$ cat config.mk
export PLATFORM = sky130hd
export DESIGN_NAME = rowScanRing
export DESIGN_NICKNAME = d
export VERILOG_FILES = /design/src/rtl/rowScanPkg.sv /design/src/rtl/rowScanCtrl.sv /design/src/rtl/rowScanPath.sv /design/src/rtl/rowScanRing.sv
export SDC_FILE = /design/constraint.sdc
export NUM_CORES = 1
export LEC_CHECK = 0
export BUFFER_PORTS_ARGS = -buffer_cell sky130_fd_sc_hd__buf_2
export CAP_MARGIN = 0
export CORE_MARGIN = 1.5
export CORE_UTILIZATION = 43
export CTS_BUF_LIST = sky130_fd_sc_hd__clkbuf_16
export DETAILED_ROUTE_END_ITERATION = 7
export PLACE_DENSITY_LB_ADDON = 0.15
export SETUP_SLACK_MARGIN = 0.2
export SLEW_MARGIN = 20
export SYNTH_ARGS = -nofsm -noshare
export SYNTH_HDL_FRONTEND = slang
export SYNTH_SLANG_ARGS = --single-unit
$ cat constraint.sdc
create_clock -name clk -period 2.55 [get_ports clk]
set_input_delay 0.255 -clock clk [delete_from_list [all_inputs] [get_ports clk]]
set_output_delay 0.255 -clock clk [all_outputs]
set_load 0.01 [all_outputs]
$ cat src/rtl/rowScanPkg.sv
`timescale 1ns/1ps
package rowScanPkg;
  // Exactly one strobe is raised by the control on every cycle.
  typedef struct packed {
    logic clear;  // stop scanning, all rows low
    logic load;   // place the pulse on the top row of the range
    logic step;   // move the pulse down by one row
  } scanStrb_t;
endpackage

$ cat src/rtl/rowScanCtrl.sv
`timescale 1ns/1ps
module rowScanCtrl
  import rowScanPkg::*;
#(
  parameter int CNT_W = 6
) (
  input  logic             clk,
  input  logic             rst,
  input  logic [CNT_W-1:0] rowCount,
  input  logic             running,
  input  logic             atBottom,
  output scanStrb_t        strb
);

  logic [CNT_W-1:0] lastCount;

  always_ff @(posedge clk) begin
    if (rst) lastCount <= '0;
    else     lastCount <= rowCount;
  end

  always_comb begin
    strb = '0;
    if (rowCount == '0)
      strb.clear = 1'b1;
    else if ((rowCount != lastCount) || !running || atBottom)
      strb.load = 1'b1;
    else
      strb.step = 1'b1;
  end

  // the control never issues two actions at once, and never issues none.
  a_r2_one_strobe: assert property (@(posedge clk) disable iff (rst)
    $onehot({strb.clear, strb.load, strb.step}));

  // a changed nonzero count never lets the pulse simply step on.
  a_r8_change_no_step: assert property (@(posedge clk) disable iff (rst)
    (rowCount != lastCount) |-> !strb.step);

endmodule

$ cat src/rtl/rowScanPath.sv
`timescale 1ns/1ps
module rowScanPath
  import rowScanPkg::*;
#(
  parameter int NUM_ROWS = 64,
  parameter int CNT_W    = 6
) (
  input  logic                clk,
  input  logic                rst,
  input  logic [CNT_W-1:0]    rowCount,
  input  scanStrb_t           strb,
  output logic                running,
  output logic                atBottom,
  output logic [NUM_ROWS-1:0] comOut
);

  logic [CNT_W-1:0] ptr;

  always_ff @(posedge clk) begin
    if (rst) begin
      running <= 1'b0;
      ptr     <= '0;
    end else if (strb.clear) begin
      running <= 1'b0;
    end else if (strb.load) begin
      running <= 1'b1;
      ptr     <= rowCount - 1'b1;
    end else if (strb.step) begin
      ptr     <= ptr - 1'b1;
    end
  end

  assign atBottom = (ptr == '0);

  for (genvar g = 0; g < NUM_ROWS; g++) begin : gRow
    assign comOut[g] = running && (ptr == CNT_W'(g));
  end

  // a step moves the pointer down by exactly one row.
  a_r4_step_down: assert property (@(posedge clk) disable iff (rst)
    strb.step |=> (running && ptr == $past(ptr) - 1'b1));

  // a load always lands on the top row of the sampled range.
  a_r5_load_top: assert property (@(posedge clk) disable iff (rst)
    strb.load |=> (running && ptr == $past(rowCount) - 1'b1));

  // a clear leaves the scan idle.
  a_r7_clear_idle: assert property (@(posedge clk) disable iff (rst)
    strb.clear |=> !running);

endmodule

$ cat src/rtl/rowScanRing.sv
`timescale 1ns/1ps
module rowScanRing
  import rowScanPkg::*;
#(
  parameter  int NUM_ROWS = 64,
  localparam int CNT_W    = $clog2(NUM_ROWS)
) (
  input  logic                clk,
  input  logic                rst,
  input  logic [CNT_W-1:0]    rowCount,
  output logic [NUM_ROWS-1:0] comOut
);

  scanStrb_t strb;
  logic      running;
  logic      atBottom;

  rowScanCtrl #(.CNT_W(CNT_W)) i_ctrl (
    .clk      (clk),
    .rst      (rst),
    .rowCount (rowCount),
    .running  (running),
    .atBottom (atBottom),
    .strb     (strb)
  );

  rowScanPath #(.NUM_ROWS(NUM_ROWS), .CNT_W(CNT_W)) i_path (
    .clk      (clk),
    .rst      (rst),
    .rowCount (rowCount),
    .strb     (strb),
    .running  (running),
    .atBottom (atBottom),
    .comOut   (comOut)
  );

  // never more than one row driven.
  a_r2_onehot: assert property (@(posedge clk) disable iff (rst)
    $onehot0(comOut));

  // a zero count leaves every row low after the edge.
  a_r7_zero_dark: assert property (@(posedge clk) disable iff (rst)
    (rowCount == '0) |=> (comOut == '0));

endmodule

# Word level (Yosys, flattened, before mapping)
# Index checks and enable logic that the tools add are counted.
op_classes:
  mux: 6
  n_eq_ne: 64
  n_bitwise: 1
  n_addsub: 2
  n_reduce_logical: 72
op_table:
  columns: ["cell", "count"]
  rows:
  - ["$eq 6x6->1 const B", 32]
  - ["$eq 6x5->1 const B", 16]
  - ["$logic_and 1x1->1", 64]
  - ["$eq 6x4->1 const B", 8]
  - ["$eq 6x3->1 const B", 4]
  - ["$eq 6x2->1 const B", 2]
  - ["$logic_not 6->1", 2]
  - ["$mux 6", 2]
  - ["$sub 6x1->6 const B", 2]
  - ["$eq 6x1->1 const B", 1]
  - ["$ne 6x6->1", 1]
  - ["$mux 1", 3]
  - ["$logic_or 1x1->1", 2]
  - ["$mux 2", 1]
  - ["$reduce_and 2->1", 1]
  - ["$reduce_bool 2->1", 1]
  - ["$reduce_or 2->1", 1]
  - ["$logic_not 1->1", 1]
  - ["$not 1->1", 1]
word_totals:
  out_inout_bits: 64
  reg_bits: 13
  elab_cells: 148

# Longest topological paths before layout
# Gate-level depths: netlist of run 1.
logic_depth:
  word_depth: 7
  depth_mapped: 9
  depth_no_buf: 7

# Cells and area by module
# From an unflattened synthesis of run 1, not the netlist that was laid out.
unflattened:
  hier_cells: 182
  area_unflattened_um2: 1157.4
by_module_without_submodules:
  columns: ["module", "seq_area_each_um2", "instances", "area_per_inst_um2", "cells_each"]
  rows:
  - ["rowScanPath", 140.1, 1, 897.1, 157]
  - ["rowScanCtrl", 120.1, 1, 260.2, 25]

# Worst setup path before layout of run 1
# OpenSTA, ideal clock, no wires.
synth_path:
  path_type: "flip-flop to flip-flop"
  from: "reg i_path.ptr[0]"
  to: "reg i_path.ptr[1]"
  required_ns: 2.488
  period_less_slack_ns: 2.152
  stages_incl_launch_ff: 9
  arrival_time_ns: 2.090
  slack_ns: 0.398
  cell_sequence: "dfxtp_1 -> inv_1 -> ha_1 -> or3b_4 -> or3_1 -> and3_1 -> buf_6 -> or4_1 -> nand3_1"
synth_via:
  elab_chain_cells: 6
  word_cells_on_any_way: 10
synth_rtl:
  columns: ["item", "line_no", "rtl"]
  rows:
  - ["from (decl)", "rowScanPath.sv:17", "logic [CNT_W-1:0] ptr;"]
  - ["from (signal assigned)", "rowScanPath.sv:27", "ptr <= rowCount - 1'b1;"]
  - ["from (signal assigned)", "rowScanPath.sv:29", "ptr <= ptr - 1'b1;"]
  - ["branches (longest 6 deep; another with $sub 6x1->6)", null, null]
# Parallel ways; which one is timed is not known. The select of a mux whose other input is x is not followed.
# A chain may end at the register's enable or synchronous reset.

# Worst setup path in the final report of run 1
layout_path:
  from: "reg i_path.ptr[0]"
  to: "reg i_path.ptr[0]"
# Same word-level chain as after synthesis.

==> reports/metrics.yaml, run 1 <==
outcome: "finished, final reports clean"
worstPathCellList: "inv_1, ha_2, or3b_4, or3_1, and3_1, or3_1, a31oi_1"
slew_headroom: 0.584
wire_per_inst_um: 11.5
cts_tree: "done"
rsz0062_at_grt: "false"
vias: 1405
multi_input_area_sq_um: 860
finalSetupViolCount: 0
wl_met3_um: 155
final_antenna_net_count: 0
post-route-period-util: 0.874
grt_pass1_wl_um: 4920
synthesis.nets: 202
dr.pass1.iters: 4
dp.cells: 275
tns_ns: 0
critPathTopFamily: "simple AND/OR/NAND/NOR gates"
yosys_warnings: 0
cp-start-kind: "flip-flop"
dpl.hpwl_um: 2500
grt_pass1_vias: 1075
ys_types: 30
synth_top_family_by_area: "simple AND/OR/NAND/NOR gates"
endpoint_kind: "flip-flop"
path_buf_inv: 1
fmax_mhz: 449
synthCells: 187
drc: 0
rows: 18
vias_per_cell: 5.04
n_fill_cell: 256
cts_buffers: 3
yosysSeqAreaShare: 0.219
diodes: 0
area_growth_pct: 35.2
synth_mux_area_frac: 0.0442
pwr-share-seq: 0.357
min_from: "rowCount[5]"
period_needed_ns: 2.23
crit_path_max_fanout: 6
cp.arrival_ns: 2.40
finalPower_uw: 656
antenna_found_initial: 0
clockBufferDepth: 2
die_height_um: 55.6
hold_class: "primary input to flip-flop"
avgSynthCellArea_sq_um: 6.36
ir_drop_mv: 0.540
cts.clk_slew.worst_paths_ns: 0.04
core_area_sq_mm: 0.00254
synth_area_sq_mm: 0.00119
postCtsHoldBufs: 0
tightest_slew_ns: 0.623
synth-seq-cells: 13
met2RoutedLength_um: 1550
io_pins: 72
cpMostUsedCell: "or3_1"
internal_power_uw: 477
cts.sinks: 13
grt_overflow: 0
hold_viol_final: 0
cpPeakStageDelay_ns: 0.41
synth_compound_area_frac: 0.0495
num-nets-final: 265
finalNonFillerCells: 279
final_util: 0.631
cts_max_level: 1
p_sw_frac: 0.272
slew_violations: 0
ctsRootBufferMaster: "clkbuf_16"
p_per_area_mw_per_mm2: 408
pwr-share-comb: 0.200
clkLatencyLatePin_ns: 0.24
leakage_nw: 0.828
whs_path_depth: 2
synth-simple-area-share: 0.495
pwr-share-clk: 0.443
crit_type: "flip-flop to flip-flop"
port-buffer-count: 71
r2r_start: "i_path.ptr[0]"
netSwitchingPower_uw: 179
max-cap-violations: 0
grt_max_degree: 18
routed_wl_um: 3210
grt_usage: 0.195
finalClockSkew_ns: 0.00335
drtIter0Drc: 60
top_layer_used: "met4"
dieWidth_um: 55.6
start_util: 0.467
final_layout_size_suffix_gt1_frac: 0.321
required_ns: 2.72
die-area_sq_mm: 0.00309
reg2regPathDepth: 7
slowest_stage: "or3b_4"
synth-xor-area-share: 0.0589
synthAdderAreaFrac: 0.0737
seq_area_sq_um: 260
whs_endpoint: "i_ctrl.lastCount[5]"
wl_met1_um: 1500
reg2reg_to: "i_path.ptr[0]"
place_congestion: 0.798
r2r_slack_ns: 0.32
## final cells by class
type,count,area share
clock buffers,3,0.0467
clock inverters,1,0.00234
inverters,4,0.00935
multi-input cells,157,0.535
flip-flops and latches,13,0.162
well taps,30,0.0234
repair buffers,71,0.221
## cells by family (layout without fill, tap and decap cells)
group                      after synthesis  in the layout
xor gates and xnor gates                 8              8
and+or+nand+nor                        128            128
AOI/OAI and AO/OA                        9              9
adders and majority gates                7              7
muxes                                    5              5
DFF                                     13             13
buffers and inverters                   17             79
## worst register-to-register path: stages (launching register included)
cell and delay, ns:
dfxtp_1 0.34, inv_1 0.11, ha_2 0.22, or3b_4 0.41, or3_1 0.33, and3_1 0.25, or3_1 0.31, a31oi_1 0.17
## synth_stat cells
library cell	count	area (sq um)
a21bo_2	1	10.0
a21o_1	1	7.51
a21oi_1	2	10.0
a22oi_1	1	7.51
a31oi_1	3	18.8
and3_1	1	6.26
and3b_1	1	8.76
and4_1	1	8.76
buf_6	1	11.3
clkbuf_1	12	45.0
dfxtp_1	13	260
ha_1	7	87.6
inv_1	4	15.0
mux2_2	2	22.5
mux2i_1	3	30.0
nand2_1	17	63.8
nand3_1	8	40.0
nand3b_1	4	30.0
nand4b_1	1	8.76
nor2_1	73	274
nor2b_1	8	50.1
nor3_1	3	15.0
o21ai_0	1	5.00
or3_1	6	37.5
or3b_2	1	8.76
or3b_4	1	11.3
or4_1	2	15.0
or4b_1	1	10.0
xnor2_1	5	43.8
xor2_1	3	26.3
## through the flow
step / worst slack (ns) / area [sq um] / hold WS, ns
2_1_floorplan: 0.398 / 1190 / 0.327
3_3_place_gp: 0.390 / 1530 / 0.521
3_5_place_dp: 0.308 / 1530 / 0.536
4_1_cts: 0.293 / 1600 / 0.292
5_1_grt: 0.207 / 1610 / 0.320
6_report: 0.322 / 1610 / 0.289
## layer usage
layer,GRT usage,up-vias
li1,-,726
met1,0.265,634
met2,0.310,43
met3,0.0535,2
met4,0.0418,0
met5,0,-
## power groups by stage
stage                     registers, mW  logic (mW)  clock network [mW]
after CTS                         0.234       0.131               0.300
after global placement            0.237       0.129                   0
final                             0.234       0.131               0.290
after detailed placement          0.238       0.130                   0
after floorplan                   0.227       0.104                   0
after global routing              0.236       0.148               0.309
## repair_timing
| item | in CTS | in global routing |
|---|---|---|
| setup endpoints to repair | 0 | 1 |
| buffers inserted | 0 | 0 |
| resized for setup | 0 | 1 |
## placed cells by master, fill, tap and decap left out, types with 2 or more instances in the layout
master     instances
a21oi_1            2
ha_1               6
clkbuf_16          3
nor3_1             3
or3_1              6
nand3_1            8
mux2_2             2
dfxtp_1           13
nor2b_1            8
or4_1              2
inv_1              5
nand2_1           17
nor2_1            73
nand3b_1           4
buf_2             71
a31oi_1            3
xor2_1             3
mux2i_1            3
xnor2_1            5
## how the worst max path moves through the flow
| stage | from | to | slack, ns | cells past startpoint |
|---|---|---|---|---|
| global placement | i_path.ptr[0] | i_path.ptr[0] | 0.39 | 7 |
| CTS | i_path.ptr[1] | i_path.ptr[0] | 0.29 | 7 |
| floorplan | i_path.ptr[0] | i_path.ptr[1] | 0.40 | 8 |
| global route | i_path.ptr[0] | i_path.ptr[0] | 0.21 | 7 |
| detailed placement | i_path.ptr[1] | i_path.ptr[0] | 0.31 | 7 |
| finish | i_path.ptr[0] | i_path.ptr[0] | 0.32 | 7 |
## state kept, by name, indices dropped and copies added, names as in the netlist
name              cells
i_ctrl.lastCount      6
i_path.running        1
i_path.ptr            6
Power figures use the tool's default switching activity.
==> run 2, diff against run 1 <==
- ABC_AREA: unset -> 1
- CORE_UTILIZATION: 43 -> 45
==> reports/metrics.yaml, run 2 <==
outcome: "finished, final reports clean"  # unchanged
clkLatencyLatePin_ns: 0.24  # about the same
post-route-worst-setup-slack_ns: 0.736  # was 0.322 ns
p_sw_frac: 0.312  # was 0.272
multi_input_area_sq_um: 921  # was 860 sq um
internal_power_uw: 482  # was 477 uW
crit_type: "flip-flop to primary output"  # was flip-flop to flip-flop
r2r_slack_ns: 0.94  # was 0.32 ns
cts_max_level: 1  # unchanged
fmax_mhz: 551  # was 449 MHz
vias_per_cell: 4.82  # was 5.04
met2RoutedLength_um: 1790  # was 1550 um
synthesis.nets: 239  # was 202
wire_per_inst_um: 11.2  # was 11.5 um
design_area_sq_mm: 0.00176  # was 0.00161 sq mm
rows: 19  # was 18
num-nets-final: 308  # was 265
final_common_cell: "nor2_1"  # unchanged
ctsRootBufferMaster: "clkbuf_16"  # unchanged
rsz0062_at_grt: "false"  # unchanged
top_layer_used: "met4"  # unchanged
reg2regPathDepth: 10  # was 7
cp.arrival_ns: 1.56  # was 2.40 ns
yosysSeqAreaShare: 0.198  # was 0.219
ys_async_sr_fraction: 0  # unchanged
hold_ws_ns: 0.276  # was 0.289 ns
ys.flop_type: "dfxtp_1"  # unchanged
grt_usage: 0.233  # was 0.195
finalSetupViolCount: 0  # unchanged
antenna_found_initial: 0  # unchanged
post_cts_buffers: 0  # unchanged
place_congestion: 0.907  # was 0.798
cts_tree: "done"  # unchanged
postCtsHoldBufs: 0  # unchanged
ys_top_cells_by_count: "nor2_1 (74), nand2_1 (35), nand3_1 (33), inv_1 (17), dfxtp_1 (13)"  # was nor2_1 (73), nand2_1 (17), dfxtp_1 (13), clkbuf_1 (12)
finalPower_uw: 700  # was 656 uW
tightest_slew_ns: 0.594  # was 0.623 ns
p_per_area_mw_per_mm2: 399  # was 408 mW/mm^2
synth_edf_count: 0  # unchanged
start_util: 0.478  # was 0.467
hold_viol_final: 0  # unchanged
wl_met3_um: 246  # was 155 um
routed_wl_um: 3610  # was 3210 um
avgSynthCellArea_sq_um: 5.88  # was 6.36 sq um
yosys_warnings: 0  # unchanged
synthCells: 224  # was 187
synth-seq-cells: 13  # unchanged
yosysTopAreaCell: "nor2_1"  # unchanged
dp.cells: 319  # was 275
tns_ns: 0  # unchanged
min_from: "rowCount[1]"  # was rowCount[5]
slew_headroom: 0.603  # was 0.584
finalNonFillerCells: 323  # was 279
drc: 0  # unchanged
grt_pass1_vias: 1376  # was 1075
synth.top_cell.area_share: 0.211  # was 0.231
reg2reg_to: "i_path.ptr[5]"  # was i_path.ptr[0]
diodes: 0  # unchanged
final_antenna_net_count: 0  # unchanged
place_ws_ns: 0.976  # was 0.308 ns
seq_area_sq_um: 260  # unchanged
pwr-share-seq: 0.338  # was 0.357
grt_overflow: 0  # unchanged
die-area_sq_mm: 0.00326  # was 0.00309 sq mm
vias: 1558  # was 1405
leakage_nw: 0.995  # was 0.828 nW
cts_buffers: 3  # unchanged
cp-start-kind: "flip-flop"  # unchanged
pwr-share-clk: 0.412  # was 0.443
final_util: 0.637  # was 0.631
netSwitchingPower_uw: 218  # was 179 uW
cts.clk_slew.worst_paths_ns: 0.04  # about the same
crit_path_max_fanout: 16  # was 6
grt_max_degree: 17  # was 18
slew_violations: 0  # unchanged
dpl_cell_area_sq_mm: 0.00168  # was 0.00153 sq mm
endpoint_kind: "primary output"  # was flip-flop
cts_resized: 0  # unchanged
hold_class: "primary input to flip-flop"  # unchanged
ir_drop_mv: 0.313  # was 0.540 mV
netlist_top_cells_area: "nor2_1 (21%), dfxtp_1 (20%), nand3_1 (13%)"  # was nor2_1 (23%), dfxtp_1 (22%), ha_1 (7.4%)
dpl.hpwl_um: 2860  # was 2500 um
post-route-period-util: 0.711  # was 0.874
max-cap-violations: 0  # unchanged
period_needed_ns: 1.81  # was 2.23 ns
n_fill_cell: 272  # was 256
mostFrequentLayoutCells: "nor2_1 (74), buf_2 (71), nand2_1 (35)"  # was nor2_1 (73), buf_2 (71), nand2_1 (17)
wl_met1_um: 1510  # was 1500 um
required_ns: 2.30  # was 2.72 ns
core_area_sq_mm: 0.00276  # was 0.00254 sq mm
drtIter0Drc: 92  # was 60
finalClockSkew_ns: 0.000695  # was 0.00335 ns
area_growth_pct: 33.2  # was 35.2%
io_pins: 72  # unchanged
yosysMostFrequentCell: "nor2_1"  # unchanged
dieWidth_um: 57.1  # was 55.6 um
pwr-share-comb: 0.249  # was 0.200
cts.sinks: 13  # unchanged
clockBufferDepth: 2  # unchanged
whs_endpoint: "i_ctrl.lastCount[1]"  # was i_ctrl.lastCount[5]
whs_path_depth: 3  # was 2
die_height_um: 57.1  # was 55.6 um
synth_area_sq_mm: 0.00132  # was 0.00119 sq mm
final_layout_size_suffix_gt1_frac: 0.336  # was 0.321
largestRegisters: "i_ctrl.lastCount x6, i_path.ptr x6, i_path.running x1"  # unchanged
grt_pass1_wl_um: 6170  # was 4920 um
r2r_start: "i_path.ptr[0]"  # unchanged
port-buffer-count: 71  # unchanged
dr.pass1.iters: 4  # unchanged
ys_types: 22  # was 30
[run 2: cell types whose count changed in the layout (fill, tap and decap cells not counted), moves of 4 or more]
cell	before	now
or3_1	6	0
nand2_1	17	35
nor2b_1	8	0
xnor2_1	5	0
xor2_1	3	7
nor2_4	0	4
nand3_1	8	33
inv_1	5	18
inv_2	0	10
[run 2: power by group through the flow]
stage               Sequential [mW]  Combinational (mW)  Clock (mW)
floorplan                     0.232               0.143           0
global placement              0.241               0.173           0
detailed placement            0.241               0.174           0
CTS                           0.237               0.177       0.292
global route                  0.239               0.200       0.303
finish                        0.237               0.174       0.289
[run 2: cell type report]
cell class,instances,area share
well taps,31,0.0221
multi-input cells,177,0.525
flip-flops and latches,13,0.148
clock inverters,1,0.00214
clock buffers,3,0.0428
repair buffers,71,0.202
inverters,27,0.0577
[run 2: kinds of logic after synthesis]
logic type	synth area share
AND/OR/NAND/NOR	0.568
XOR/XNOR	0.0465
AO/OA/AOI/OAI	0.0180
adder cells (fa/ha/maj)	0.0665
flip-flops	0.198
buffers and inverters	0.104
[run 2: worst max-delay path, stage by stage, from the launching register on]
cell	delay, ns
dfxtp_1	0.43
nand3_1	0.46
nor2_1	0.26
buf_2	0.16
[run 2: routing by layer]
metal  up-vias  track usage
li1        835            -
met1       660        0.272
met2        56        0.430
met3         7       0.0295
met4         0       0.0897
met5         -            0
[run 2: worst max-delay path by stage]
| stage | endpoint | slack [ns] | depth (start not counted) | startpoint |
|---|---|---|---|---|
| final | comOut[61] | 0.74 | 3 | i_path.ptr[4] |
| after global placement | comOut[61] | 0.95 | 3 | i_path.ptr[4] |
| after CTS | comOut[61] | 0.73 | 3 | i_path.ptr[4] |
| after floorplan | i_path.ptr[5] | 1.15 | 10 | i_path.ptr[0] |
| after detailed placement | i_path.ptr[5] | 0.98 | 10 | i_path.ptr[0] |
| after global routing | comOut[61] | 0.55 | 3 | i_path.ptr[4] |
